==> src/rtl/wdt_pkg.sv <==
package wdt_pkg;

  // Control word field positions.
  localparam int FLAG_BIT = 0;
  localparam int IEN_BIT  = 1;
  localparam int REN_BIT  = 2;
  localparam int UNL_BIT  = 3;
  localparam int PSEL_LSB = 4;
  localparam int PSEL_W   = 4;

  // Base-2 logarithm of the period in ticks for a select code.
  // Codes beyond the table saturate at the longest period.
  function automatic int unsigned period_log2(input logic [PSEL_W-1:0] code,
                                              input int unsigned base_log2,
                                              input int unsigned n_codes);
    int unsigned c;
    c = 32'(code);
    if (c >= n_codes) c = n_codes - 1;
    return base_log2 + c;
  endfunction

endpackage

==> src/rtl/wdt_prescaler.sv <==
module wdt_prescaler #(
  parameter int BASE_LOG2 = 11,
  parameter int NUM_CODES = 10,
  parameter int CNT_W     = BASE_LOG2 + NUM_CODES - 1
) (
  input  logic                       clk,
  input  logic                       rst_n,
  input  logic                       run,
  input  logic                       tick,
  input  logic                       kick,
  input  logic [wdt_pkg::PSEL_W-1:0] psel,
  output logic                       tmo
);
  logic [CNT_W-1:0] cnt;
  logic [CNT_W-1:0] last;
  logic [CNT_W:0]   lim;
  logic [CNT_W:0]   lim_m1;

  always_comb begin
    lim    = (CNT_W+1)'(1) << wdt_pkg::period_log2(psel, BASE_LOG2, NUM_CODES);
    lim_m1 = lim - 1'b1;
    last   = lim_m1[CNT_W-1:0];
  end

  // The compare is >= so that a shorter period selected mid-count still ends at once.
  assign tmo = run && tick && !kick && (cnt >= last);

  always_ff @(posedge clk or negedge rst_n) begin
    if (!rst_n)            cnt <= '0;
    else if (!run || kick) cnt <= '0;
    else if (tick)         cnt <= tmo ? '0 : cnt + 1'b1;
  end
endmodule

==> src/rtl/wdt_unlock.sv <==
module wdt_unlock #(
  parameter int UNLOCK_CYCLES = 4
) (
  input  logic clk,
  input  logic rst_n,
  input  logic open_req,
  input  logic consume,
  output logic win_open
);
  localparam int W = $clog2(UNLOCK_CYCLES + 1);
  logic [W-1:0] cnt;

  assign win_open = (cnt != '0);

  always_ff @(posedge clk or negedge rst_n) begin
    if (!rst_n)          cnt <= '0;
    else if (open_req)   cnt <= W'(UNLOCK_CYCLES);
    else if (consume)    cnt <= '0;
    else if (win_open)   cnt <= cnt - 1'b1;
  end
endmodule

==> src/rtl/wdt_ctrl.sv <==
module wdt_ctrl (
  input  logic                       clk,
  input  logic                       rst_n,
  input  logic                       wr_en,
  input  logic [7:0]                 wr_data,
  input  logic                       win_open,
  input  logic                       tmo,
  input  logic                       irq_ack,
  input  logic                       force_on,
  output logic                       unlock_req,
  output logic                       cfg_wr,
  output logic                       int_en,
  output logic                       rst_en,
  output logic [wdt_pkg::PSEL_W-1:0] psel,
  output logic                       flag,
  output logic                       rst_pulse,
  output logic                       tmo_pulse
);
  import wdt_pkg::*;

  logic rst_arm, fire_irq, fire_rst, drop_ien;

  assign unlock_req = wr_en && !win_open && wr_data[UNL_BIT] && wr_data[REN_BIT];
  assign cfg_wr     = wr_en && win_open;
  assign rst_arm    = rst_en || force_on;
  assign fire_irq   = tmo && int_en;
  assign fire_rst   = tmo && rst_arm && !int_en;
  assign drop_ien   = tmo && int_en && rst_arm;

  always_ff @(posedge clk or negedge rst_n) begin
    if (!rst_n) begin
      flag      <= 1'b0;
      int_en    <= 1'b0;
      rst_en    <= 1'b0;
      psel      <= '0;
      rst_pulse <= 1'b0;
      tmo_pulse <= 1'b0;
    end else begin
      if (fire_irq)                                      flag <= 1'b1;
      else if ((wr_en && wr_data[FLAG_BIT]) || irq_ack)  flag <= 1'b0;

      if (drop_ien)   int_en <= 1'b0;
      else if (wr_en) int_en <= wr_data[IEN_BIT];

      if (force_on)    rst_en <= 1'b1;
      else if (cfg_wr) rst_en <= wr_data[REN_BIT];

      if (cfg_wr) psel <= wr_data[PSEL_LSB +: PSEL_W];

      rst_pulse <= fire_rst;
      tmo_pulse <= tmo;
    end
  end
endmodule

==> src/rtl/wdt_guarded.sv <==
module wdt_guarded #(
  parameter int BASE_LOG2     = 11,
  parameter int NUM_CODES     = 10,
  parameter int UNLOCK_CYCLES = 4
) (
  input  logic       clk,
  input  logic       rst_n,
  input  logic       tick_i,
  input  logic       kick_i,
  input  logic       force_on_i,
  input  logic       wr_en_i,
  input  logic [7:0] wr_data_i,
  input  logic       irq_ack_i,
  output logic [7:0] rd_data_o,
  output logic       irq_o,
  output logic       rst_req_o,
  output logic       timeout_o
);
  import wdt_pkg::*;

  localparam int CNT_W = BASE_LOG2 + NUM_CODES - 1;

  // Named internal events, also observed by the bound checker.
  logic              tmo_evt;
  logic              win_open;
  logic              unlock_req;
  logic              cfg_wr;
  logic              int_en;
  logic              rst_en;
  logic [PSEL_W-1:0] psel;
  logic              flag;
  logic              run;

  assign run = int_en || rst_en || force_on_i;

  wdt_prescaler #(
    .BASE_LOG2(BASE_LOG2),
    .NUM_CODES(NUM_CODES),
    .CNT_W    (CNT_W)
  ) u_presc (
    .clk  (clk),
    .rst_n(rst_n),
    .run  (run),
    .tick (tick_i),
    .kick (kick_i),
    .psel (psel),
    .tmo  (tmo_evt)
  );

  wdt_unlock #(.UNLOCK_CYCLES(UNLOCK_CYCLES)) u_unlock (
    .clk     (clk),
    .rst_n   (rst_n),
    .open_req(unlock_req),
    .consume (cfg_wr),
    .win_open(win_open)
  );

  wdt_ctrl u_ctrl (
    .clk       (clk),
    .rst_n     (rst_n),
    .wr_en     (wr_en_i),
    .wr_data   (wr_data_i),
    .win_open  (win_open),
    .tmo       (tmo_evt),
    .irq_ack   (irq_ack_i),
    .force_on  (force_on_i),
    .unlock_req(unlock_req),
    .cfg_wr    (cfg_wr),
    .int_en    (int_en),
    .rst_en    (rst_en),
    .psel      (psel),
    .flag      (flag),
    .rst_pulse (rst_req_o),
    .tmo_pulse (timeout_o)
  );

  assign rd_data_o = {psel, win_open, rst_en, int_en, flag};
  assign irq_o     = flag;
endmodule

==> config.mk <==
export PLATFORM = sky130hd
export DESIGN_NAME = wdt_guarded
export DESIGN_NICKNAME = d
export VERILOG_FILES = /design/src/rtl/wdt_pkg.sv /design/src/rtl/wdt_prescaler.sv /design/src/rtl/wdt_unlock.sv /design/src/rtl/wdt_ctrl.sv /design/src/rtl/wdt_guarded.sv
export SDC_FILE = /design/constraint.sdc
export NUM_CORES = 1
export LEC_CHECK = 0
export CORE_MARGIN = 4
export CORE_UTILIZATION = 56
export DETAILED_ROUTE_END_ITERATION = 7
export MAX_ROUTING_LAYER = met4
export PLACE_DENSITY = 0.8
export SLEW_MARGIN = 0
export SYNTH_ARGS = -nofsm -noshare
export SYNTH_HDL_FRONTEND = slang
export SYNTH_SLANG_ARGS = --single-unit
==> constraint.sdc <==
create_clock -name clk -period 3.44 [get_ports clk]
set_input_delay 0.86 -clock clk [delete_from_list [all_inputs] [get_ports clk]]
set_output_delay 0.86 -clock clk [all_outputs]
set_load 0.02 [all_outputs]
; Word level (Yosys, flattened, before mapping)
; Cells that the tools add are included.
[word_totals]
ff_bits = 32
inputBits = 15
out_inout_bits = 11
[op_classes]
add_sub_neg = 4
order_cmp = 2
n_shift = 1
n_mux = 13
n_reduce_logical = 27
[op_table]
columns = operator, n
row1 = two-way mux 20 bit, 3
row2 = "<< shifter 1 x 32 -> 20 bit, first input constant", 1
row3 = "adder 20 x 1 -> 20 bit, second input constant", 1
row4 = greater-or-equal comparator 20 bit, 1
row5 = "subtractor 20 x 1 -> 20 bit, second input constant", 1
row6 = logical AND 1 bit, 12
row7 = two-way mux 3 bit, 3
row8 = nonzero test 2 bit, 4
row9 = two-way mux 1 bit, 6
row10 = nonzero test 3 bit, 2
row11 = "adder 4 x 4 -> 5 bit, first input constant", 1
row12 = logical OR 1 bit, 5
row13 = "greater-or-equal comparator 4 bit, second input constant", 1
row14 = zero test 1 bit, 4
row15 = two-way mux 4 bit, 1
row16 = "subtractor 3 x 1 -> 3 bit, second input constant", 1

; Logic depth before layout (Yosys ltp)
; Gate-level depths: netlist of run 1.
[logic_depth]
ltp_word = 10
depth_mapped = 13

; Modules after synthesis
; Synthesis of run 1 repeated with hierarchy kept, for this count alone.
[unflattened]
cells_unflattened = 256
area_unflattened_um2 = 2369.8
[by_module_without_submodules]
columns = mod, n_inst, cells_each, area_each_um2
row1 = wdt_prescaler, 1, 210, 1799.2
row2 = wdt_ctrl, 1, 26, 356.6
row3 = wdt_unlock, 1, 15, 177.7
row4 = wdt_guarded, 1, 5, 36.3

; Worst setup path after synthesis of run 1
; Ideal clock, no wire load.
[synth_path]
path_type = reg-to-reg
startpoint = register u_ctrl.psel[3] (netlist name)
endpoint = register u_presc.cnt[1]
arrival_time_ps = 2595
required_time_ps = 3319
setup_slack_ps = 724
stages_incl_launch_ff = 12
path_buffers = 2
period_less_slack_ps = 2716
cell_sequence = dfrtp_1 -> or2_2 -> nor2_1 -> mux2i_1 -> ha_1 -> nand4_1 -> nor4_1 -> a32oi_2 -> and4b_1 -> buf_4 -> buf_6 -> a22o_1
[synth_via]
elab_chain_cells = 10
[synth_rtl]
columns = element, line_no
row1 = from (decl), wdt_ctrl.sv:14  ; output logic [wdt_pkg::PSEL_W-1:0] psel,
row2 = from (signal assigned), wdt_ctrl.sv:48  ; if (cfg_wr) psel <= wr_data[PSEL_LSB +: PSEL_W];
row3 = greater-or-equal comparator 4 bit, wdt_pkg.sv:18  ; if (c >= n_codes) c = n_codes - 1;
row4 = two-way mux 4 bit *, wdt_pkg.sv:18
row5 = adder 4 x 4 -> 5 bit *, wdt_pkg.sv:19  ; return base_log2 + c;
row6 = << shifter 1 x 32 -> 20 bit *, wdt_prescaler.sv:20  ; lim = (CNT_W+1)'(1) << wdt_pkg::period_log2(psel, BASE_LOG2, NUM_CODES);
row7 = subtractor 20 x 1 -> 20 bit *, wdt_prescaler.sv:21  ; lim_m1 = lim - 1'b1;
row8 = greater-or-equal comparator 20 bit *, wdt_prescaler.sv:26  ; assign tmo = run && tick && !kick && (cnt >= last);
row9 = logical AND 1 bit *, wdt_prescaler.sv:26
row10 = two-way mux 20 bit * (2 in series), wdt_prescaler.sv:31  ; else if (tick) cnt <= tmo ? '0 : cnt + 1'b1;
row11 = two-way mux 20 bit *, wdt_prescaler.sv:30  ; else if (!run || kick) cnt <= '0;
row12 = to (signal assigned), wdt_prescaler.sv:31
row13 = to (decl), wdt_prescaler.sv:14  ; logic [CNT_W-1:0] cnt;
; Mark *: on every way between the ends. The rest lies on a longest branch, timed or not. The select of a mux whose other input is x is not followed.
; A chain may end at the register's enable or synchronous reset.

; Final worst setup path of run 1
[layout_path]
startpoint = register u_ctrl.psel[3] (netlist name)
endpoint = register u_presc.cnt[17]
; Same word-level chain as after synthesis.

==> run summary, run 1 <==
=================================================================================
Clock latency of the later-clocked register in the worst-skew pair        0.28 ns
Initial antenna violation count                                                 0
Asr flop ratio synth                                                         1.00
Antenna Diode Count                                                             0
Max Slew Vio Count                                                              0
# H-tree levels                                                                 2
Final Setup Violations                                                          0
Area of the mapped netlist                                           0.00221 mm^2
Pwr Density                                                           488 mW/mm^2
Peak ir drop on the vdd network                                          0.277 mV
Number of endpoints with negative hold slack in the final report                0
Worst hold slack                                                         0.485 ns
Die outline area                                                     0.00501 mm^2
RD Place Congestion                                                         0.807
Synth Register Bits                                                            32
Hold bufs inserted after CTS                                                    0
Site row count                                                                 22
Worst hold path class                                                flip-flop to flip-flop
Number of max-cap violations                                                    0
Clock sink total                                                               32
Main flop type after synthesis                                       sky130_fd_sc_hd__dfrtp_1
Horizontal die dimension                                                  70.8 um
Tightest Pin Transition                                                  0.577 ns
Iter 0 DRT Violations                                                         110
Max Buffers Root-to-Sink                                                        2
Top-area cell type share of the netlist area                                0.363
Antenna Nets Post-Route                                                         0
Share of the yosys chip area belonging to registers                         0.363
Starting density of the core                                                0.589
Post-route DRC                                                                  0
Post-place setup slack                                                   0.466 ns
Average detailed-routed wire length per instance                          14.5 um
Number of warnings reported in the yosys synthesis log                          0
Count of buffers inserted at the top-level ports                               25
Core Util, Final                                                            0.686
Grt total ovfl                                                                  0
Total Neg Setup Slack                                                        0 ns
Syn Inst Count                                                                248
Vias per inst                                                                5.85
Synth top area cells                                                 sky130_fd_sc_hd__dfrtp_1 36%, sky130_fd_sc_hd__ha_1 14%, sky130_fd_sc_hd__nand2_1 4.8%, sky130_fd_sc_hd__nand3_1 4.5%, sky130_fd_sc_hd__a21oi_1 4.1%
I/O Pins                                                                       26
Critical path type                                                   flip-flop to flip-flop
Required time of the critical path                                        3.61 ns
HPWL reported at the end of detailed placement                            3480 um
Highest Clock Rate                                                        330 MHz
All-layer global routing usage                                              0.202
Wire length of the first global-routing pass                              7850 um
Worst-case headroom to the max-slew limit                                   0.612
Count of instances resized after the clock tree is built                        0
TritonCTS Buffers                                                               5
Post-CTS Repair Setup Buffers                                                   0
Post-synthesis to final-layout area growth                                  16.4%
Vias                                                                         1902
Number of enable-type register cells in the synthesized netlist                 0
Largest net degree at the start of global routing                              33
Layout cells sized above 1                                                 0.0614
Cell Area, Placed                                                    0.00248 mm^2
Kind of start point of the critical path                                flip-flop
Final Routed Wirelength                                                   4710 um
Worst clock skew                                                       0.00378 ns
Clock tree from TritonCTS                                                     yes
Clock tree root buffer cell                                          sky130_fd_sc_hd__clkbuf_8
Unique masters post-synth                                                      40
Die boundary height                                                       70.8 um
Leakage component of the power                                            1.20 nW
TritonRoute pass-1 iters                                                        4
Data arrival time of the worst path                                       3.20 ns
Post-route standard cell area excluding fillers                      0.00257 mm^2
Post-synthesis area per instance                                        8.89 um^2
Library cell occupying the most area in the post-synthesis netlist   sky130_fd_sc_hd__dfrtp_1
Post-route setup slack                                                   0.413 ns
Final period utilization                                                    0.880
Core ar.                                                             0.00374 mm^2
RSZ-0062 raised after global routing                                        false
Count leader, synth                                                  sky130_fd_sc_hd__dfrtp_1
Outcome                                                              finished clean
Via count of the first global-routing pass                                   1702
Endpoint type of the worst setup path                                   flip-flop
Clock transition at the registers of the reported paths                   0.06 ns
Number of nets at the end of the flow                                         315
Minimum clock period                                                      3.03 ns
Synth cell count leaders                                             32 x sky130_fd_sc_hd__dfrtp_1, 28 x sky130_fd_sc_hd__nand2_1, 24 x sky130_fd_sc_hd__ha_1
Crit-path max FO                                                               16
=================================================================================
[logic make-up after synthesis]
logic type                 share of synthesized area
DFF                                            0.363
muxes                                         0.0386
adders and majority gates                      0.136
other                                        0.00340
buffers and inverters                         0.0647
and+or+nand+nor                                0.221
AOI/OAI and AO/OA                              0.173
[state kept, by name (all words and copies together) (netlist names)]
signal,count
u_ctrl.tmo_pulse,1
u_ctrl.rst_pulse,1
u_ctrl.flag,1
u_ctrl.int_en,1
u_unlock.cnt,3
u_ctrl.rst_en,1
u_presc.cnt,20
u_ctrl.psel,4
[metal layers]
layer  track usage  up-vias  routed length [um]
met5             -        -                   0
met4        0.0689        0                  80
met3        0.0398        8                 194
met2         0.297       48                2150
met1         0.281      889                2290
li1              -      957                   -
[path summary, 6_finish.rpt]
check | startpoint | to | slack, ns | cells after the start
setup / recovery | u_ctrl.psel[3]$_DFFE_PN0P_ | u_presc.cnt[17]$_DFFE_PN0P_ | 0.41 | 10
hold / removal | u_unlock.cnt[0]$_DFFE_PN0P_ | u_unlock.cnt[0]$_DFFE_PN0P_ | 0.48 | 1
setup reg to reg | u_ctrl.psel[3]$_DFFE_PN0P_ | u_presc.cnt[17]$_DFFE_PN0P_ | 0.41 | 10
hold reg to reg | u_unlock.cnt[0]$_DFFE_PN0P_ | u_unlock.cnt[0]$_DFFE_PN0P_ | 0.48 | 1
max in group asynchronous | rst_n | u_presc.cnt[15]$_DFFE_PN0P_ | 2.18 | 2
min in group asynchronous | rst_n | u_presc.cnt[8]$_DFFE_PN0P_ | 0.97 | 2
[layout by cell type (no fill, tap or decap), types with 6 or more instances in the layout]
| master | n |
|---|---|
| sky130_fd_sc_hd__nand4_1 | 6 |
| sky130_fd_sc_hd__nand3_1 | 20 |
| sky130_fd_sc_hd__clkdlybuf4s50_1 | 25 |
| sky130_fd_sc_hd__nor3_1 | 8 |
| sky130_fd_sc_hd__o311ai_1 | 7 |
| sky130_fd_sc_hd__clkbuf_8 | 6 |
| sky130_fd_sc_hd__conb_1 | 7 |
| sky130_fd_sc_hd__dfrtp_1 | 32 |
| sky130_fd_sc_hd__a21oi_1 | 18 |
| sky130_fd_sc_hd__nor2_1 | 10 |
| sky130_fd_sc_hd__inv_1 | 17 |
| sky130_fd_sc_hd__nand2_1 | 28 |
| sky130_fd_sc_hd__ha_1 | 24 |
| sky130_fd_sc_hd__and3_1 | 7 |
[metrics by stage]
step                std cells  power, mW
floorplan                 253      0.824
global placement          317      0.948
detailed placement        317      0.965
CTS                       325       1.26
global route              325       1.34
finish                    325       1.25
[where the power goes]
part	switching (mW)	internal (mW)	total [mW]
registers	0.0721	0.423	0.495
clock network	0.133	0.163	0.296
logic	0.240	0.221	0.462
[final cells by class]
| type | count | area, um^2 |
|---|---|---|
| clock buffers | 8 | 90.1 |
| fillers | 321 | 1170 |
| inverters | 17 | 63.8 |
| multi-input cells | 192 | 1280 |
| flip-flops and latches | 32 | 801 |
| well taps | 48 | 60.1 |
| repair buffers | 28 | 273 |
[critical path, stage by stage, from the launching register on]
cell                      delay [ns]
sky130_fd_sc_hd__dfrtp_1        0.46
sky130_fd_sc_hd__or2_2          0.35
sky130_fd_sc_hd__nor2_1         0.13
sky130_fd_sc_hd__mux2i_1        0.20
sky130_fd_sc_hd__ha_1           0.13
sky130_fd_sc_hd__nand4_1        0.12
sky130_fd_sc_hd__nor4_1         0.38
sky130_fd_sc_hd__a32oi_2        0.19
sky130_fd_sc_hd__and4b_1        0.43
sky130_fd_sc_hd__and3_1         0.26
sky130_fd_sc_hd__a211o_1        0.26
No activity file was read; power rests on OpenSTA's default activity.
==> run 2, diff against run 1 <==
- CORE_MARGIN: 4 -> unset
==> run 2 against run 1 <==
Against the previous run: die area fell by 16%; sequential power barely moved; cell count down 0.31%; largest cell class unchanged; highest routed layer unchanged.
==> run summary, run 2 (synthesis gave the netlist of run 1 again) <==
=================================================================================
Hold Path Depth                                                                 1   unchanged
HPWL reported at the end of detailed placement                            3370 um   -3.3%
Pwr Density                                                           511 mW/mm^2   +4.7%
Leakage component of the power                                            1.20 nW   +0.29%
Peak ir drop on the vdd network                                          0.480 mV   +73%
I/O Pins                                                                       26   unchanged
Busiest layer in global routing                                              met2
Grt total ovfl                                                                  0   unchanged
Comb power frac                                                             0.351   -0.017
Kind of start point of the critical path                                flip-flop
Clock latency of the later-clocked register in the worst-skew pair        0.29 ns   about the same
Post-route DRC                                                                  0   unchanged
Commonest cells after routing, fill and taps aside                   32 x sky130_fd_sc_hd__dfrtp_1, 28 x sky130_fd_sc_hd__nand2_1, 25 x sky130_fd_sc_hd__clkdlybuf4s50_1
Clock sink total                                                               32   unchanged
Core ar.                                                             0.00372 mm^2   -0.74%
Largest net degree at the start of global routing                              33   unchanged
Endpoint type of the worst setup path                                   flip-flop
Post-synthesis to final-layout area growth                                  17.1%
RSZ-0062 raised after global routing                                        false
Number of nets at the end of the flow                                         314   -0.32%
Site row count                                                                 22   unchanged
Data arrival time of the worst path                                       3.30 ns   +0.10 ns
Max reg flops                                                                  20   unchanged
Starting density of the core                                                0.594   +0.00436
Via count of the first global-routing pass                                   1775   +4.3%
End of the worst register-to-register path                           u_presc.cnt[17]$_DFFE_PN0P_
Horizontal die dimension                                                  64.8 um   -8.5%
Cell internal pwr                                                          858 uW   +6.2%
Antenna Nets Post-Route                                                         0   unchanged
Final Routed Wirelength                                                   4760 um   +1.1%
Die boundary height                                                       64.8 um   -8.5%
Global routing met2 resource utilization                                    0.402   +0.106
Count of instances resized after the clock tree is built                        0   unchanged
Total Neg Setup Slack                                                        0 ns   unchanged
Hold bufs inserted after CTS                                                    0   unchanged
Share of total power consumed by net switching                              0.350   -0.00575
Critical path type                                                   flip-flop to flip-flop
Post-CTS Repair Setup Buffers                                                   0   unchanged
Hold worst-path end                                                  u_unlock.cnt[0]$_DFFE_PN0P_
Minimum setup slack among reg-to-reg paths                                0.32 ns   -0.10 ns
TritonCTS Buffers                                                               5   unchanged
Die outline area                                                     0.00419 mm^2   -16%
Minimum clock period                                                      3.12 ns   +0.0960 ns
Highest Clock Rate                                                        320 MHz   -3.1%
Part of the total power dissipated in the clock network                     0.275   +0.039
Reg2reg start                                                        u_ctrl.psel[3]$_DFFE_PN0P_
Max Buffers Root-to-Sink                                                        2   unchanged
Final Setup Violations                                                          0   unchanged
TritonRoute pass-1 iters                                                        4   unchanged
M3 GR Usage                                                                0.0651   +0.0254
GRT met1 Usage                                                              0.338   +0.0573
Worst Reg2Reg Path Length in Cells                                             10   unchanged
# H-tree levels                                                                 2   unchanged
Number of max-cap violations                                                    0   unchanged
Worst clock skew                                                       0.00971 ns   +0.00592 ns
Wire length of the first global-routing pass                              8120 um   +3.5%
RD Place Congestion                                                         0.813   +0.74%
Peak per-stage delay on the critical path                                 0.48 ns   +0.02 ns
Vias                                                                         1936   +1.8%
Vias per inst                                                                5.98   +2.1%
Worst hold path class                                                flip-flop to flip-flop
Leading registers by flop count                                      u_presc.cnt (20), u_ctrl.psel (4), u_unlock.cnt (3)
Register share of total power                                               0.375   -0.020
Clock transition at the registers of the reported paths                   0.08 ns   +0.02 ns
Final period utilization                                                    0.908   +0.0279
Initial antenna violation count                                                 0   unchanged
Iter 0 DRT Violations                                                         107   -2.7%
Number of endpoints with negative hold slack in the final report                0   unchanged
All-layer global routing usage                                              0.265   +0.0630
Overall power consumption                                                 1.32 mW   +5.3%
Antenna Diode Count                                                             0   unchanged
Tightest Pin Transition                                                  0.688 ns   +0.111 ns
Most common cell after layout, fill and taps aside                   sky130_fd_sc_hd__dfrtp_1
Worst-case headroom to the max-slew limit                                   0.541   -0.0713
Startpoint of the tightest hold check path                           u_unlock.cnt[0]$_DFFE_PN0P_
Post-Layout Cell Count                                                        324   -0.31%
Register with the highest flop count                                  u_presc.cnt
Clock tree from TritonCTS                                                     yes
Required time of the critical path                                        3.62 ns   about the same
Slowest-stage cell, CP                                               sky130_fd_sc_hd__and4b_1
Layout cells sized above 1                                                 0.0652   +0.00385
Number of placed instances with taps included                                 316   -0.32%
Max Slew Vio Count                                                              0   unchanged
Count of buffers inserted at the top-level ports                               25   unchanged
Worst path cell trace                                                or2_2, nor2_1, mux2i_1, ha_1, nand4_1, nor4_1, a32oi_2, and4b_1, and3_1, a211o_1
Average detailed-routed wire length per instance                          14.7 um   +1.4%
Net switching power                                                        462 uW   +3.6%
Outcome                                                              finished clean
Clock tree root buffer cell                                          sky130_fd_sc_hd__clkbuf_8
Crit-path max FO                                                               20   +4
=================================================================================
-- run 2: cell types whose count changed in the layout (fill, tap and decap cells not counted), sizes merged --
cell / change
clkinv: +1
clkbuf: -3
buf: -1
clkinvlp: +1
bufinv: +1
-- run 2: metrics by stage --
step / util / area [um^2] / setup slack (ns) / hold WS (ns)
after global placement: 0.665 / 2470 / 0.473 / 0.465
after global routing: 0.695 / 2580 / 0.184 / 0.519
after detailed placement: 0.665 / 2470 / 0.353 / 0.472
final: 0.695 / 2580 / 0.317 / 0.486
after floorplan: - / 2220 / 0.724 / 0.449
after CTS: 0.695 / 2580 / 0.318 / 0.487
-- run 2: layout make-up --
cell class / instances / area (um^2)
Fill cell: 301 / 1130
Tap cell: 48 / 60.1
Multi-Input combinational cell: 192 / 1280
Timing Repair Buffer: 27 / 265
Sequential cell: 32 / 801
Clock inverter: 3 / 42.5
Inverter: 17 / 63.8
Clock buffer: 5 / 68.8
-- run 2: worst max-delay path by stage --
stage                                from                     endpoint  slack, ns  depth (start not counted)
3_3_place_gp   u_ctrl.psel[3]$_DFFE_PN0P_  u_presc.cnt[17]$_DFFE_PN0P_       0.47                         10
5_1_grt        u_ctrl.psel[3]$_DFFE_PN0P_  u_presc.cnt[17]$_DFFE_PN0P_       0.18                         10
6_report       u_ctrl.psel[3]$_DFFE_PN0P_  u_presc.cnt[17]$_DFFE_PN0P_       0.32                         10
4_1_cts        u_ctrl.psel[3]$_DFFE_PN0P_  u_presc.cnt[17]$_DFFE_PN0P_       0.32                         10
3_5_place_dp   u_ctrl.psel[3]$_DFFE_PN0P_  u_presc.cnt[17]$_DFFE_PN0P_       0.35                         10
2_1_floorplan  u_ctrl.psel[3]$_DFFE_PN0P_   u_presc.cnt[1]$_DFFE_PN0P_       0.72                         11
-- run 2: per-layer routing --
layer,share of wire,vias up,routed length (um)
li1,-,953,-
met1,0.46,927,2170
met2,0.48,48,2270
met3,0.048,8,230
met4,0.020,0,93
met5,0,-,0
-- run 2: critical path, delay by kind of cell, from the launching register on --
| kind | cells | cell delay, ns |
|---|---|---|
| AO/OA/AOI/OAI | 2 | 0.45 |
| adder cells (fa/ha/maj) | 1 | 0.13 |
| multiplexers | 1 | 0.20 |
| flip-flops | 1 | 0.46 |
| AND/OR/NAND/NOR | 6 | 1.75 |
-- run 2: power groups by stage --
stage	Clock (mW)	Combinational [mW]	Sequential [mW]
3_3_place_gp	0	0.450	0.496
3_5_place_dp	0	0.459	0.501
6_report	0.362	0.462	0.494
4_1_cts	0.373	0.462	0.494
2_1_floorplan	0	0.326	0.498
5_1_grt	0.386	0.521	0.504
